## src/rtl/chan_pkg.sv

```systemverilog
package chan_pkg;

  typedef enum logic [2:0] {
    MD_TERM     = 3'd0,
    MD_ONESHOT  = 3'd1,
    MD_RATE     = 3'd2,
    MD_SQUARE   = 3'd3,
    MD_SWSTROBE = 3'd4,
    MD_HWSTROBE = 3'd5
  } mode_e;

  // codes 6 and 7 fold onto rate and square
  function automatic mode_e norm_mode(input logic [2:0] raw);
    case (raw)
      3'd6:    return MD_RATE;
      3'd7:    return MD_SQUARE;
      default: return mode_e'(raw);
    endcase
  endfunction

  function automatic logic retrig_mode(input mode_e m);
    return (m == MD_ONESHOT) || (m == MD_RATE) || (m == MD_SQUARE) || (m == MD_HWSTROBE);
  endfunction

endpackage

```

## src/rtl/chan_phase.sv

```systemverilog
module chan_phase #(
  parameter int W = 16
) (
  input  logic         clk_i,
  input  logic         rst_i,
  input  logic         clr_i,
  input  logic         adv_i,
  input  logic [W:0]   cnt_i,
  output logic [W-1:0] ela_n,
  output logic [W-1:0] ph_n,
  output logic [W-1:0] ph2_n,
  output logic [W:0]   dsat_n
);
  localparam logic [W:0] ONE = {{W{1'b0}}, 1'b1};

  logic [W-1:0] ela_q, ph_q, ph2_q;
  logic [W:0]   dsat_q;
  logic [W:0]   ph_inc, ph2_sum;

  always_comb begin
    ph_inc  = {1'b0, ph_q} + ONE;
    ph2_sum = {1'b0, ph2_q} + {{(W-1){1'b0}}, 2'b10};
    ela_n   = ela_q;
    ph_n    = ph_q;
    ph2_n   = ph2_q;
    dsat_n  = dsat_q;
    if (clr_i) begin
      ela_n  = '0;
      ph_n   = '0;
      ph2_n  = '0;
      dsat_n = '0;
    end else if (adv_i) begin
      ela_n = ela_q + 1'b1;
      ph_n  = (ph_inc == cnt_i) ? '0 : ph_inc[W-1:0];
      if (cnt_i == ONE)
        ph2_n = '0;
      else if (ph2_sum >= cnt_i)
        ph2_n = W'(ph2_sum - cnt_i);
      else
        ph2_n = ph2_sum[W-1:0];
      if (dsat_q <= cnt_i)
        dsat_n = dsat_q + ONE;
    end
  end

  always_ff @(posedge clk_i) begin
    if (rst_i) begin
      ela_q  <= '0;
      ph_q   <= '0;
      ph2_q  <= '0;
      dsat_q <= '0;
    end else begin
      ela_q  <= ela_n;
      ph_q   <= ph_n;
      ph2_q  <= ph2_n;
      dsat_q <= dsat_n;
    end
  end

  // phase stays inside the period
  assert_phase_bound_R6: assert property (@(posedge clk_i) disable iff (rst_i)
    ({1'b0, ph_q} < cnt_i));
  // restart clears elapsed ticks
  assert_restart_clear_R9: assert property (@(posedge clk_i) disable iff (rst_i)
    clr_i |=> (dsat_q == '0 && ela_q == '0));

endmodule

```

## src/rtl/chan_wave.sv

```systemverilog
module chan_wave #(
  parameter int W = 16
) (
  input  chan_pkg::mode_e mode_i,
  input  logic [W:0]      cnt_i,
  input  logic [W:0]      dsat_i,
  input  logic [W-1:0]    ela_i,
  input  logic [W-1:0]    ph_i,
  input  logic [W-1:0]    ph2_i,
  output logic            wave_o,
  output logic [W-1:0]    count_o
);
  import chan_pkg::*;

  logic [W:0] half, lin_diff, rate_diff, sq_diff;
  logic       reached, at_term, nonzero;

  always_comb begin
    half      = (cnt_i + {{W{1'b0}}, 1'b1}) >> 1;
    lin_diff  = cnt_i - {1'b0, ela_i};
    rate_diff = cnt_i - {1'b0, ph_i};
    sq_diff   = cnt_i - {1'b0, ph2_i};
    reached   = dsat_i >= cnt_i;
    at_term   = dsat_i == cnt_i;
    nonzero   = dsat_i != '0;
    case (mode_i)
      MD_TERM: begin
        wave_o  = reached;
        count_o = lin_diff[W-1:0];
      end
      MD_ONESHOT: begin
        wave_o  = !reached;
        count_o = lin_diff[W-1:0];
      end
      MD_RATE: begin
        wave_o  = (ph_i == '0) && nonzero;
        count_o = rate_diff[W-1:0];
      end
      MD_SQUARE: begin
        wave_o  = {1'b0, ph_i} < half;
        count_o = sq_diff[W-1:0];
      end
      default: begin
        wave_o  = at_term;
        count_o = lin_diff[W-1:0];
      end
    endcase
  end

endmodule

```

## src/rtl/interval_chan.sv

```systemverilog
module interval_chan #(
  parameter int W = 16
) (
  input  logic         clk_i,
  input  logic         rst_i,
  input  logic         tick_i,
  input  logic         gate_i,
  input  logic         load_i,
  input  logic [W-1:0] load_val_i,
  input  logic [2:0]   load_mode_i,
  output logic         wave_o,
  output logic [W-1:0] count_o
);
  import chan_pkg::*;

  localparam logic [W:0] FULL = {1'b1, {W{1'b0}}};

  mode_e        mode_q, mode_n;
  logic [W:0]   cnt_q, cnt_n;
  logic         gate_q, rise, clr;
  logic [W-1:0] ela_n, ph_n, ph2_n;
  logic [W:0]   dsat_n;
  logic         wave_n;
  logic [W-1:0] count_n;

  always_comb begin
    rise   = gate_i && !gate_q;
    clr    = load_i || (rise && retrig_mode(mode_q));
    mode_n = mode_q;
    cnt_n  = cnt_q;
    if (load_i) begin
      mode_n = norm_mode(load_mode_i);
      cnt_n  = (load_val_i == '0) ? FULL : {1'b0, load_val_i};
    end
  end

  chan_phase #(.W(W)) u_phase (
    .clk_i  (clk_i),
    .rst_i  (rst_i),
    .clr_i  (clr),
    .adv_i  (tick_i),
    .cnt_i  (cnt_q),
    .ela_n  (ela_n),
    .ph_n   (ph_n),
    .ph2_n  (ph2_n),
    .dsat_n (dsat_n)
  );

  chan_wave #(.W(W)) u_wave (
    .mode_i  (mode_n),
    .cnt_i   (cnt_n),
    .dsat_i  (dsat_n),
    .ela_i   (ela_n),
    .ph_i    (ph_n),
    .ph2_i   (ph2_n),
    .wave_o  (wave_n),
    .count_o (count_n)
  );

  always_ff @(posedge clk_i) begin
    if (rst_i) begin
      mode_q  <= MD_SQUARE;
      cnt_q   <= FULL;
      gate_q  <= 1'b0;
      wave_o  <= 1'b1;
      count_o <= '0;
    end else begin
      mode_q  <= mode_n;
      cnt_q   <= cnt_n;
      gate_q  <= gate_i;
      wave_o  <= wave_n;
      count_o <= count_n;
    end
  end

  assert_reset_state_R1: assert property (@(posedge clk_i)
    rst_i |=> (mode_q == MD_SQUARE && cnt_q == FULL && wave_o && count_o == '0));

  assert_zero_load_R2: assert property (@(posedge clk_i) disable iff (rst_i)
    (load_i && load_val_i == '0) |=> (cnt_q == FULL));

  assert_idle_hold_R3: assert property (@(posedge clk_i) disable iff (rst_i)
    (!load_i && !tick_i && !rise) |=> ($stable(wave_o) && $stable(count_o)));

  assert_sticky_high_R4: assert property (@(posedge clk_i) disable iff (rst_i)
    (mode_q == MD_TERM && wave_o && !load_i) |=> wave_o);

  assert_gate_ignored_R9: assert property (@(posedge clk_i) disable iff (rst_i)
    ((mode_q == MD_TERM || mode_q == MD_SWSTROBE) && rise && tick_i && !load_i)
      |=> (count_o == $past(count_o) - {{(W-1){1'b0}}, 1'b1}));

  assert_down_by_one_R10: assert property (@(posedge clk_i) disable iff (rst_i)
    ((mode_q == MD_TERM || mode_q == MD_ONESHOT || mode_q == MD_SWSTROBE ||
      mode_q == MD_HWSTROBE) && tick_i && !load_i && !rise)
      |=> (count_o == $past(count_o) - {{(W-1){1'b0}}, 1'b1}));

  assert_alias_R11: assert property (@(posedge clk_i) disable iff (rst_i)
    (load_i && load_mode_i[2:1] == 2'b11) |=> (mode_q == MD_RATE || mode_q == MD_SQUARE));

endmodule

```

## config.mk

```make
export PLATFORM = sky130hd
export DESIGN_NAME = interval_chan
export DESIGN_NICKNAME = d
export VERILOG_FILES = /design/src/rtl/chan_pkg.sv /design/src/rtl/chan_phase.sv /design/src/rtl/chan_wave.sv /design/src/rtl/interval_chan.sv
export SDC_FILE = /design/constraint.sdc
export NUM_CORES = 1
export LEC_CHECK = 0
export BUFFER_PORTS_ARGS = -buffer_cell sky130_fd_sc_hd__buf_2
export CORE_ASPECT_RATIO = 1.2
export CORE_UTILIZATION = 50
export DETAILED_ROUTE_END_ITERATION = 16
export PLACE_DENSITY = 0.68
export SYNTH_ARGS = -nofsm -noshare
export SYNTH_HDL_FRONTEND = slang
export SYNTH_SLANG_ARGS = --single-unit
```

## constraint.sdc

```tcl
create_clock -name clk_i -period 7.1 [get_ports clk_i]
set_input_delay 0 -clock clk_i [delete_from_list [all_inputs] [get_ports clk_i]]
set_output_delay 0 -clock clk_i [all_outputs]
set_load 0.03 [all_outputs]
```

==> metrics.md <==
| Metric | Value |
|---|---|
| Share of post-route cells with drive strength above 1 | `0.0902` |
| Post-CTS Setup Inserts | `0` |
| Routed WL | `26,800 um` |
| Post-synth EDFFs | `0` |
| Max clock buf depth | `2` |
| Clock sink count | `103` |
| DRT Pass-1 Iters | `5` |
| Hold Vio Cnt, Final | `0` |
| Max-cap viol count | `0` |
| Number of inserted diodes | `0` |
| Crit. Startpoint | `u_phase.ph2_q[1]` |
| Initial antenna violation count | `0` |
| Sw Share | `0.334` |
| Crit Reg-Reg Endpoint | `count_o[15]` |
| Top FF cell, synth | `dfxtp_1` |
| Reg-to-Reg Start | `u_phase.ph2_q[1]` |
| Slew @ Worst Pin | `1.06 ns` |
| Ys async rst share | `0` |
| Worst Path Required | `7.33 ns` |
| Status | `finished clean` |
| Die footprint | `18,200 sq um` |
| Setup violations, final | `0` |
| Pint | `1.02 mW` |
| Synth area leader | `dfxtp_1` |
| H-Tree Depth | `3` |
| Pwr dens | `161 nW/um^2` |
| Largest cells by area after synthesis | `dfxtp_1, ha_1, xnor2_1, nor2_1, xor2_1` |
| Synth Area per Inst | `7.88 sq um` |
| Post-Syn Instances | `1,121` |
| Root Driver | `clkbuf_16` |
| GR Overflow Total | `0` |
| Routed vias | `8,321` |
| Vias in the first global route | `7,816` |
| Slew Limit Headroom | `0.296` |
| Largest net degree at the start of global routing | `74` |
| Pleak | `3.89 nW` |
| Worst Setup End Kind | `flip-flop` |
| CTS tree | `yes` |
| Total core area | `17,000 sq um` |
| Clk_lat worst skew | `0.37 ns` |
| Skew final | `0.00761 ns` |
| Top Ports | `41` |
| Final worst slack | `0.562 ns` |
| Final ANT Viol Nets | `0` |
| CP max FO | `9` |
| DRC errors left | `0` |
| Routed vias/inst | `6.13` |
| Syn-to-layout area delta | `7.56%` |
| R2R cell count | `27` |
| DP HPWL | `21,100 um` |
| Total track usage | `0.302` |
| Die Span Y | `148 um` |
| Synth cell types | `79` |
| Area of the mapped netlist | `8830 sq um` |
| First-pass GRT wire length | `41,800 um` |
| Clk pin slew, worst setup/hold paths | `0.08 ns` |
| Clock share of power | `0.353` |
| Routability Congestion | `0.975` |
| Gate power share | `0.243` |
| Sequential area share after synthesis | `0.233` |
| Part of the power in registers | `0.404` |
| Final Max Tran Viols | `0` |
| Iter 0 DRT Violations | `776` |
| DP Area | `9150 sq um` |
| Pre-CTS setup slack | `0.364 ns` |
| Yosys reg bits | `103` |
| # port buffers | `40` |
| Crit path capture | `count_o[15]` |
| Top cell type's share of synthesized area | `0.233` |
| Max IR drop VDD | `0.179 mV` |
| WP data arrival | `6.77 ns` |
| Hold crit path type | `input port to flip-flop` |
| RSZ-0062 raised after global routing | `false` |
| Wirelength per Cell | `19.7 um` |
| Reg2Reg Setup Slack | `0.56 ns` |
| Post-synth top cells | `nor2_1, dfxtp_1, ha_1` |
| Setup TNS | `0 ns` |
| Synth Net Count | `1,234` |
| Fin crit period | `6.54 ns` |
| Nets | `1,250` |
| Fin crit share | `0.921` |
| Die X | `123 um` |
| Fin area | `9500 sq um` |
| Total power | `1.53 mW` |
| CTS Buf Count | `9` |
| Max Clk Rate | `153 MHz` |
| Sw Pwr | `0.510 mW` |
| Initial Util | `0.518` |
| Rows | `52` |
| Crit start category | `flip-flop` |
| Most frequent cell after synthesis | `nor2_1` |
| Synth warn | `0` |
| Setup Crit Path Kind | `flip-flop to flip-flop` |
metal layers:
layer | track usage | share of wire
met1 | 0.395 | 0.44
met5 | 0 | 0
met4 | 0.132 | 0.038
met2 | 0.485 | 0.46
met3 | 0.0475 | 0.061
cell usage in the layout, fill, tap and decap left out, types with 40 or more instances in the layout:
cell type,count
nor2_1,151
nand3_1,44
nand2_1,63
xnor2_1,72
ha_1,87
inv_1,53
nor3_1,60
buf_2,40
dfxtp_1,103
a21oi_1,43
worst max-delay path: stages, from the launching register on:
cell and delay [ns]:
dfxtp_1 0.38, ha_1 0.19, and3_1 0.19, and3_1 0.21, and3_1 0.28, xor2_1 0.17
ha_1 0.31, nand4_1 0.16, nor2_1 0.07, a2111oi_1 0.38, o31ai_2 0.20, a2111oi_4 0.45
or2_4 0.25, mux2_2 0.34, a22oi_1 0.32, o2bb2ai_1 0.13, o21ai_0 0.20, ha_1 0.29
o21a_1 0.11, o31a_1 0.12, o31ai_1 0.32, a31oi_1 0.15, and4_1 0.24, a2111oi_2 0.44
a21oi_1 0.14, xnor2_1 0.19, xnor2_1 0.14, nor2_1 0.05
area by class of cell:
type	count	area, sq um
fillers	1657	7550
multi-input cells	916	6340
clock buffers	9	225
inverters	53	199
flip-flops and latches	103	2060
well taps	216	270
clock inverters	7	90.1
repair buffers	54	313
power groups by stage:
stage | logic [mW] | clock network [mW] | registers [mW]
6_report | 0.371 | 0.539 | 0.617
5_1_grt | 0.403 | 0.565 | 0.618
4_1_cts | 0.365 | 0.547 | 0.616
3_5_place_dp | 0.361 | 0 | 0.629
3_3_place_gp | 0.360 | 0 | 0.629
2_1_floorplan | 0.237 | 0 | 0.652
state kept, by name (all words and copies together) (netlist names):
register and count:
cnt_q 17, u_phase.dsat_q 17, count_o 16, u_phase.ela_q 16
u_phase.ph2_q 16, u_phase.ph_q 16, mode_q 3, gate_q 1
wave_o 1
cell families (layout without fill, tap and decap cells):
| family | count (synthesis) | after routing | share of synthesized area |
|---|---|---|---|
| fa+ha+maj | 89 | 89 | 0.128 |
| mux | 25 | 25 | 0.0288 |
| compound gates | 217 | 217 | 0.180 |
| flops | 103 | 103 | 0.233 |
| simple gates | 474 | 474 | 0.270 |
| buf+inv | 102 | 123 | 0.0496 |
| xor+xnor | 111 | 111 | 0.111 |
how the worst min path moves through the flow:
stage                            to      startpoint  slack, ns  cells after the start
final                      cnt_q[4]   load_val_i[4]       0.02                      3
after global routing       cnt_q[4]   load_val_i[4]       0.05                      3
after CTS                  cnt_q[4]   load_val_i[4]       0.02                      3
after detailed placement  mode_q[0]  load_mode_i[0]       0.27                      3
after global placement       gate_q          gate_i       0.25                      2
after floorplan              gate_q          gate_i       0.13                      1
what timing repair did:
item / 4_1_cts / 5_1_grt
hold buffers: 3 / 0
setup endpoints to repair: 0 / 2
resized for setup: 0 / 3
endpoints found under the hold margin: 3 / 0
stage by stage:
stage	utilization	hold WS, ns	std cells
final	0.557	0.0200	1358
after CTS	0.557	0.0173	1358
after floorplan	-	0.128	1121
after detailed placement	0.537	0.270	1339
after global placement	0.537	0.248	1339
after global routing	0.557	0.0491	1358
(Power assumes the default switching activity.)
